--- src/rtl/ramdelay_pkg.sv ---
package ramdelay_pkg;

    typedef enum logic [0:0] {
        ST_FILL = 1'b0,
        ST_RUN  = 1'b1
    } fill_state_t;

endpackage

--- src/rtl/ramdelay_ptr.sv ---
module ramdelay_ptr #(
    parameter int          A       = 4,
    parameter logic [A-1:0] RST_VAL = '0
) (
    input  logic         clk,
    input  logic         rst,
    input  logic         step,
    output logic [A-1:0] ptr
);

    localparam logic [A-1:0] ONE = A'(1);

    always_ff @(posedge clk) begin
        if (rst) begin
            ptr <= RST_VAL;
        end else if (step) begin
            ptr <= ptr + ONE;
        end
    end

    // one step per enabled edge, wrapping modulo 2^A
    p_ptr_step_r5: assert property (@(posedge clk) disable iff (rst)
        step |=> ptr == $past(ptr) + ONE);

    p_ptr_hold_r4: assert property (@(posedge clk) disable iff (rst)
        !step |=> $stable(ptr));

endmodule

--- src/rtl/ramdelay_mem.sv ---
module ramdelay_mem #(
    parameter int W = 8,
    parameter int A = 4
) (
    input  logic         clk,
    input  logic         rst,
    input  logic         wr_en,
    input  logic [A-1:0] wr_addr,
    input  logic [W-1:0] wr_data,
    input  logic         rd_en,
    input  logic [A-1:0] rd_addr,
    output logic [W-1:0] rd_data
);

    localparam int DEPTH = 1 << A;

    logic [W-1:0] store [DEPTH];

    always_ff @(posedge clk) begin
        if (wr_en) begin
            store[wr_addr] <= wr_data;
        end
    end

    always_ff @(posedge clk) begin
        if (rst) begin
            rd_data <= '0;
        end else if (rd_en) begin
            rd_data <= store[rd_addr];
        end
    end

    // the two ports never touch the same entry on one edge
    p_no_collide_r7: assert property (@(posedge clk) disable iff (rst)
        (wr_en && rd_en) |-> wr_addr != rd_addr);

endmodule

--- src/rtl/ramdelay_fill_fsm.sv ---
module ramdelay_fill_fsm #(
    parameter int A = 4
) (
    input  logic clk,
    input  logic rst,
    input  logic en,
    output logic vld
);
    import ramdelay_pkg::*;

    localparam logic [A-1:0] LAST = A'((1 << A) - 1);
    localparam logic [A-1:0] ONE  = A'(1);

    fill_state_t  state_q, state_d;
    logic [A-1:0] fill_q, fill_d;

    // state register
    always_ff @(posedge clk) begin
        if (rst) begin
            state_q <= ST_FILL;
            fill_q  <= '0;
        end else begin
            state_q <= state_d;
            fill_q  <= fill_d;
        end
    end

    // next state: FILL_WAIT, FILL_DONE, RUN_HOLD
    always_comb begin
        state_d = state_q;
        fill_d  = fill_q;
        unique case (state_q)
            ST_FILL: begin
                if (en) begin
                    if (fill_q == LAST) begin
                        state_d = ST_RUN;
                    end else begin
                        fill_d = fill_q + ONE;
                    end
                end
            end
            ST_RUN: begin
                state_d = ST_RUN;
            end
            default: state_d = ST_FILL;
        endcase
    end

    // outputs
    always_comb begin
        vld = (state_q == ST_RUN);
    end

    // RUN_HOLD keeps the flag up until reset
    p_vld_sticky_r8: assert property (@(posedge clk) disable iff (rst)
        vld |=> vld);

    // the flag only rises on an enabled edge
    p_vld_rise_r3: assert property (@(posedge clk) disable iff (rst)
        $rose(vld) |-> $past(en));

endmodule

--- src/rtl/ramdelay_line.sv ---
module ramdelay_line #(
    parameter int W = 8,
    parameter int A = 4
) (
    input  logic         clk,
    input  logic         rst,
    input  logic         en,
    input  logic [W-1:0] din,
    output logic [W-1:0] dout,
    output logic         dout_vld
);

    localparam int           N       = 1 << A;
    localparam logic [A-1:0] RD_INIT = '0;
    localparam logic [A-1:0] WR_INIT = A'(N - 1);
    localparam logic [A-1:0] GAP     = A'(N - 1);

    logic [A-1:0] rd_addr;
    logic [A-1:0] wr_addr;

    ramdelay_ptr #(.A(A), .RST_VAL(RD_INIT)) u_rd_ptr (
        .clk  (clk),
        .rst  (rst),
        .step (en),
        .ptr  (rd_addr)
    );

    ramdelay_ptr #(.A(A), .RST_VAL(WR_INIT)) u_wr_ptr (
        .clk  (clk),
        .rst  (rst),
        .step (en),
        .ptr  (wr_addr)
    );

    ramdelay_mem #(.W(W), .A(A)) u_mem (
        .clk     (clk),
        .rst     (rst),
        .wr_en   (en),
        .wr_addr (wr_addr),
        .wr_data (din),
        .rd_en   (en),
        .rd_addr (rd_addr),
        .rd_data (dout)
    );

    ramdelay_fill_fsm #(.A(A)) u_fsm (
        .clk (clk),
        .rst (rst),
        .en  (en),
        .vld (dout_vld)
    );

    // fixed distance between the two counters
    p_ptr_gap_r7: assert property (@(posedge clk) disable iff (rst)
        A'(wr_addr - rd_addr) == GAP);

    // a stalled edge changes nothing at the outputs
    p_stall_hold_r4: assert property (@(posedge clk) disable iff (rst)
        !en |=> $stable(dout) && $stable(dout_vld));

    // reset clears the outputs
    p_reset_clear_r1: assert property (@(posedge clk)
        rst |=> (dout == '0) && !dout_vld);

endmodule

--- config.mk ---
export PLATFORM = sky130hd
export DESIGN_NAME = ramdelay_line
export DESIGN_NICKNAME = d
export VERILOG_FILES = /design/src/rtl/ramdelay_pkg.sv /design/src/rtl/ramdelay_ptr.sv /design/src/rtl/ramdelay_mem.sv /design/src/rtl/ramdelay_fill_fsm.sv /design/src/rtl/ramdelay_line.sv
export SDC_FILE = /design/constraint.sdc
export NUM_CORES = 1
export LEC_CHECK = 0
export BUFFER_PORTS_ARGS = -buffer_cell sky130_fd_sc_hd__buf_2
export CAP_MARGIN = 10
export CORE_UTILIZATION = 35
export DETAILED_ROUTE_END_ITERATION = 10
export REMOVE_ABC_BUFFERS = 1
export SLEW_MARGIN = 20
export SYNTH_ARGS = -nofsm -noshare
export SYNTH_HDL_FRONTEND = slang
export SYNTH_SLANG_ARGS = --single-unit
--- constraint.sdc ---
create_clock -name clk -period 4.07 [get_ports clk]
set_clock_uncertainty 0.05 [all_clocks]
set_input_delay 0.2035 -clock clk [delete_from_list [all_inputs] [get_ports clk]]
set_output_delay 0.2035 -clock clk [all_outputs]
set_load 0.005 [all_outputs]
## Word level (Yosys, flattened, before mapping)

Memory sizes are Yosys's and may differ from the RTL's. A register that Yosys moved wholly into a read port is not among the register bits.
Cells that the tools add are included.

- Register bits: 13
- Memory bits (writable): 128
- Input port bits: 11
- Output and inout bits: 9
- Memories kept: 1

- $add $sub $neg: 3
- Eq/ne operators: 1
- Multiplexer cells: 5
- Bitwise logic cells: 2
- Reductions and logical operators: 1

Memory list:

| name | depth | width | read ports | clocked after memory_dff | wr ports | line | text |
|---|---|---|---|---|---|---|---|
| u_mem.store | 16 | 8 | 1 | 1 | 1 | ramdelay_mem.sv:17 | `logic [W-1:0] store [DEPTH];` |

Operator list:

| cell | count |
|---|---|
| adder 4 x 1 -> 4 bit, second input constant | 3 |
| equality test 4 bit, second input constant | 1 |
| 2-to-1 mux 1 bit | 4 |
| AND reduction 3 bit | 1 |
| inverter 1 bit | 2 |
| case mux 1 bit (2 select lines) | 1 |

## Longest topological paths before layout

- Word-level depth: 4
- Mapped depth: 6

## By module

Synthesis repeated with hierarchy kept, for this count alone.

- Cell total of the unflattened synthesis: 371
- Area total of the unflattened synthesis: 5919.4 um^2

Modules (own cells, without submodules):

| module | instances | cells each | area an instance (um^2) | seq. area each (um^2) |
|---|---|---|---|---|
| ramdelay_mem | 1 | 316 | 5343.9 | 4003.8 |
| ramdelay_fill_fsm | 1 | 23 | 221.5 | 100.1 |
| ramdelay_ptr (u_rd_ptr) | 1 | 16 | 178.9 | 80.1 |
| ramdelay_ptr (u_wr_ptr) | 1 | 16 | 175.2 | 80.1 |

## Worst setup path after synthesis

Ideal clock, no wire load.

- Kind: register to register
- From: register u_rd_ptr.ptr[2]
- To: register u_mem.rd_data[4], read port of u_mem.store
- Library setup time: 122 ps
- Arrival time: 1649 ps
- Slack: 2250 ps
- Stages on the path, launching flop included: 6
- Period minus slack after synthesis: 1820 ps
- Path through: dfxtp_1 clkbuf_1 clkbuf_1 mux4_2 mux2_2 a221o_1

RTL lines:

| item | line | text |
|---|---|---|
| start: declaration | ramdelay_ptr.sv:8 | `output logic [A-1:0] ptr` |
| start signal: assignment | ramdelay_ptr.sv:17 | `ptr <= ptr + ONE;` |
| end: declaration | ramdelay_mem.sv:12 | `output logic [W-1:0] rd_data` |

==> impl_metrics.csv <==
group,metric,value,unit
route,drt_iter0_markers,146,
clock_tree,cts_setup_buffers,0,
sta,worstMarginPinSlew,0.991,ns
sta,fin_tns_setup,0,ns
worst_setup_path,cp_slowest_cell,"dfxtp_2",
die,num_rows,46,
clock_tree,clock_sinks,149,
route,ant_nets,0,
synthesis,yosysWarnings,0,
placed_design,dp_hpwl,7180,um
synthesis,avgSynthCellArea,18.0,um2
final_layout,drive_gt1_share,25.1,%
hold_path,whs_path_depth,2,
synthesis,synthFlopType,"edfxtp_1",
placed_design,place.gp.congestion,0.776,
sta,timing.hold.ws,0.0769,ns
synthesis,yosys-top-cells-area,"edfxtp_1 66%, dfxtp_1 7.2%, mux2_2 5.0%",
die,fp.dieH,131,um
run,maxCapViolCount,0,
die,fp.dieArea,17200,um2
final_layout,n_antenna_cell,0,
worst_setup_path,rr_worst_depth,5,
route,wire_per_inst,20.0,um
route,route.detailed.drc,0,
synthesis,synth_area_leader_cell,"edfxtp_1",
clock_tree,cts_tree,"built",
synthesis,synthSimpleGateAreaFrac,5.19,%
worst_setup_path,cp.depth,5,
worst_setup_path,crit_path_max_fanout,38,
synthesis,synthXorXnorAreaFrac,1.05,%
worst_setup_path,start_kind,"flop",
die,start_util,36.3,%
worst_setup_path,crit_chain,"buf_4 > mux2_1 > o22ai_1 > nor3_1 > a221o_1",
route,drt-vias-per-instance,5.02,
final_layout,final_cell_area,6810,um2
die,coreArea,16100,um2
sta,finalHoldViolations,0,
final_layout,final_cells,579,
route,wl_met3,506,um
synthesis,seq_area_frac_synth,72.9,%
pwr,p_total,3.58,mW
final_layout,fin_util,42.3,%
pwr,p_int,2.85,mW
sta,fmax,411,MHz
pwr,p_sw_share,20.3,%
pwr,powerDensity,525,nW/um2
global_routing,gr-total-overflow,0,
worst_setup_path,crit_required,4.33,ns
clock_tree,clk_latency,0.42,ns
clock_tree,clk_pin_slew_worst_paths,0.06,ns
global_routing,grt_usage,14.3,%
synthesis,synth_seq_cells,149,
synthesis,yosysUniqueCellTypes,36,
route,vias,2904,
synthesis,netlist_area,5850,um2
clock_tree,cts_resized,0,
final_layout,nets,368,
global_routing,grt_pass1_vias,3012,
synthesis,yosys.area_share.adder,1.28,%
final_layout,final_cell_mix,"128 x edfxtp_1, 26 x mux2_2, 20 x dfxtp_1",
worst_setup_path,worst-setup-path-type,"flop to flop",
route,wl_met2,5610,um
pwr,p_sw,0.727,mW
pwr,seq_power_share,48.5,%
hold_path,holdCritPathClass,"input pin to flop",
placed_design,placed_cells,548,
global_routing,antenna_found_initial,0,
synthesis,synth_compound_area_share,3.70,%
sta,worst_slack,1.63,ns
final_layout,synthToLayoutAreaGrowth,16.4,%
synthesis,async_flop_share,0,%
route,drt-total-wl,11600,um
clock_tree,htreeDepth,4,
worst_setup_path,crit_buf_inv,1,
clock_tree,numCtsBuffers,17,
sta,fin_crit_sh,59.8,%
clock_tree,cts_buffer_depth,2,
worst_setup_path,crit_family,"flip-flops",
route,met1Wirelength,5310,um
placed_design,place.port_buffers,19,
placed_design,dpl_cell_area,6170,um2
pwr,combPwrFrac,4.8,%
sta,slew_viol_final,0,
outcome,outcome,"finished clean",
pwr,clockPowerShare,46.6,%
sta,slew_headroom,33.9,%
synthesis,muxShareOfSynthArea,14.5,%
placed_design,dp_worst_setup_slack,1.63,ns
pwr,p_leak,2.27,nW
clock_tree,ctsHoldBuffers,0,
die,io_pins,20,
synthesis,yosys.area.top_type_share,65.7,%
pwr,irDropWorstVdd,0.314,mV
synthesis,synth_top_family_by_area,"multiplexers",
die,dieWidth,131,um
worst_setup_path,end_kind,"flop",
global_routing,grt_pass1_wl,17600,um
final_layout,layout_commonest_cell,"edfxtp_1",
worst_setup_path,cp.arrival,2.69,ns
route,topRoutingLayerUsed,"met4",
clock_tree,root_buffer,"clkbuf_16",
sta,period_needed,2.44,ns
sta,timing.final.setup_violations,0,
global_routing,grt_max_degree,39,
route,first_pass_iters,5,
worst_setup_path,max_stage_delay,0.96,ns
sta,rsz0062_at_grt,"false",
synthesis,synth_edf_count,128,
synthesis,synthesis.instances,325,
==> worst register-to-register path: stages (launching register included) <==
cell and delay (ns):
dfxtp_2 0.96, buf_4 0.40, mux2_1 0.36, o22ai_1 0.21, nor3_1 0.08, a221o_1 0.27
==> synth_stat cells, drive strengths merged (3+ instances only) <==
master and instances:
edfxtp 128, o22ai 16, clkbuf 8, a221o 8, mux2 40, dfxtp 21, xor2 5, nor2 11
buf 7, mux4 16, and2 16, nand3 3, nor3 8, ha 6, inv 3, nand2 7
==> path summary, 6_finish.rpt <==
check	start	end	slack [ns]
min reg2reg	u_mem.rd_data[2]	u_mem.rd_data[2]	0.45
min	rst	u_rd_ptr.ptr[0]	0.08
max reg2reg	u_rd_ptr.ptr[2]	u_mem.rd_data[0]	1.63
max	u_rd_ptr.ptr[2]	u_mem.rd_data[0]	1.63
==> layout make-up <==
cell class              count  area, um2
repair buffers             22        118
clock buffers              20        467
flip-flops and latches    149       4270
multi-input cells         158       1510
well taps                 216        270
inverters                   3       11.3
clock inverters            11        173
fillers                  1429       9310
==> state kept, by name (all words and copies together) (netlist names) <==
name           count
u_mem.rd_data      8
u_mem.store      128
u_rd_ptr.ptr       4
u_fsm.vld          1
u_fsm.fill_q       4
u_wr_ptr.ptr       4
==> kinds of logic (layout without fill, tap and decap cells) <==
| kind of cell | Yosys count | after routing |
|---|---|---|
| AO/OA/AOI/OAI | 30 | 30 |
| flip-flops | 149 | 149 |
| AND/OR/NAND/NOR | 57 | 57 |
| multiplexers | 58 | 58 |
| XOR/XNOR | 7 | 7 |
| buffers and inverters | 18 | 56 |
| adder cells (fa/ha/maj) | 6 | 6 |
==> per-layer routing <==
metal / track usage (%) / vias up
li1: - / 1349
met1: 18.7 / 1479
met2: 22.6 / 63
met3: 3.86 / 13
met4: 5.49 / 0
met5: 0 / -
==> power by group through the flow <==
stage / registers, mW / clock network (mW) / logic [mW]
2_1_floorplan: 1.76 / 0 / 0.0995
3_3_place_gp: 1.77 / 0 / 0.171
3_5_place_dp: 1.77 / 0 / 0.175
4_1_cts: 1.74 / 1.69 / 0.176
5_1_grt: 1.74 / 1.75 / 0.189
6_report: 1.74 / 1.67 / 0.173
Note: power is estimated with default switching activity, not from simulation.
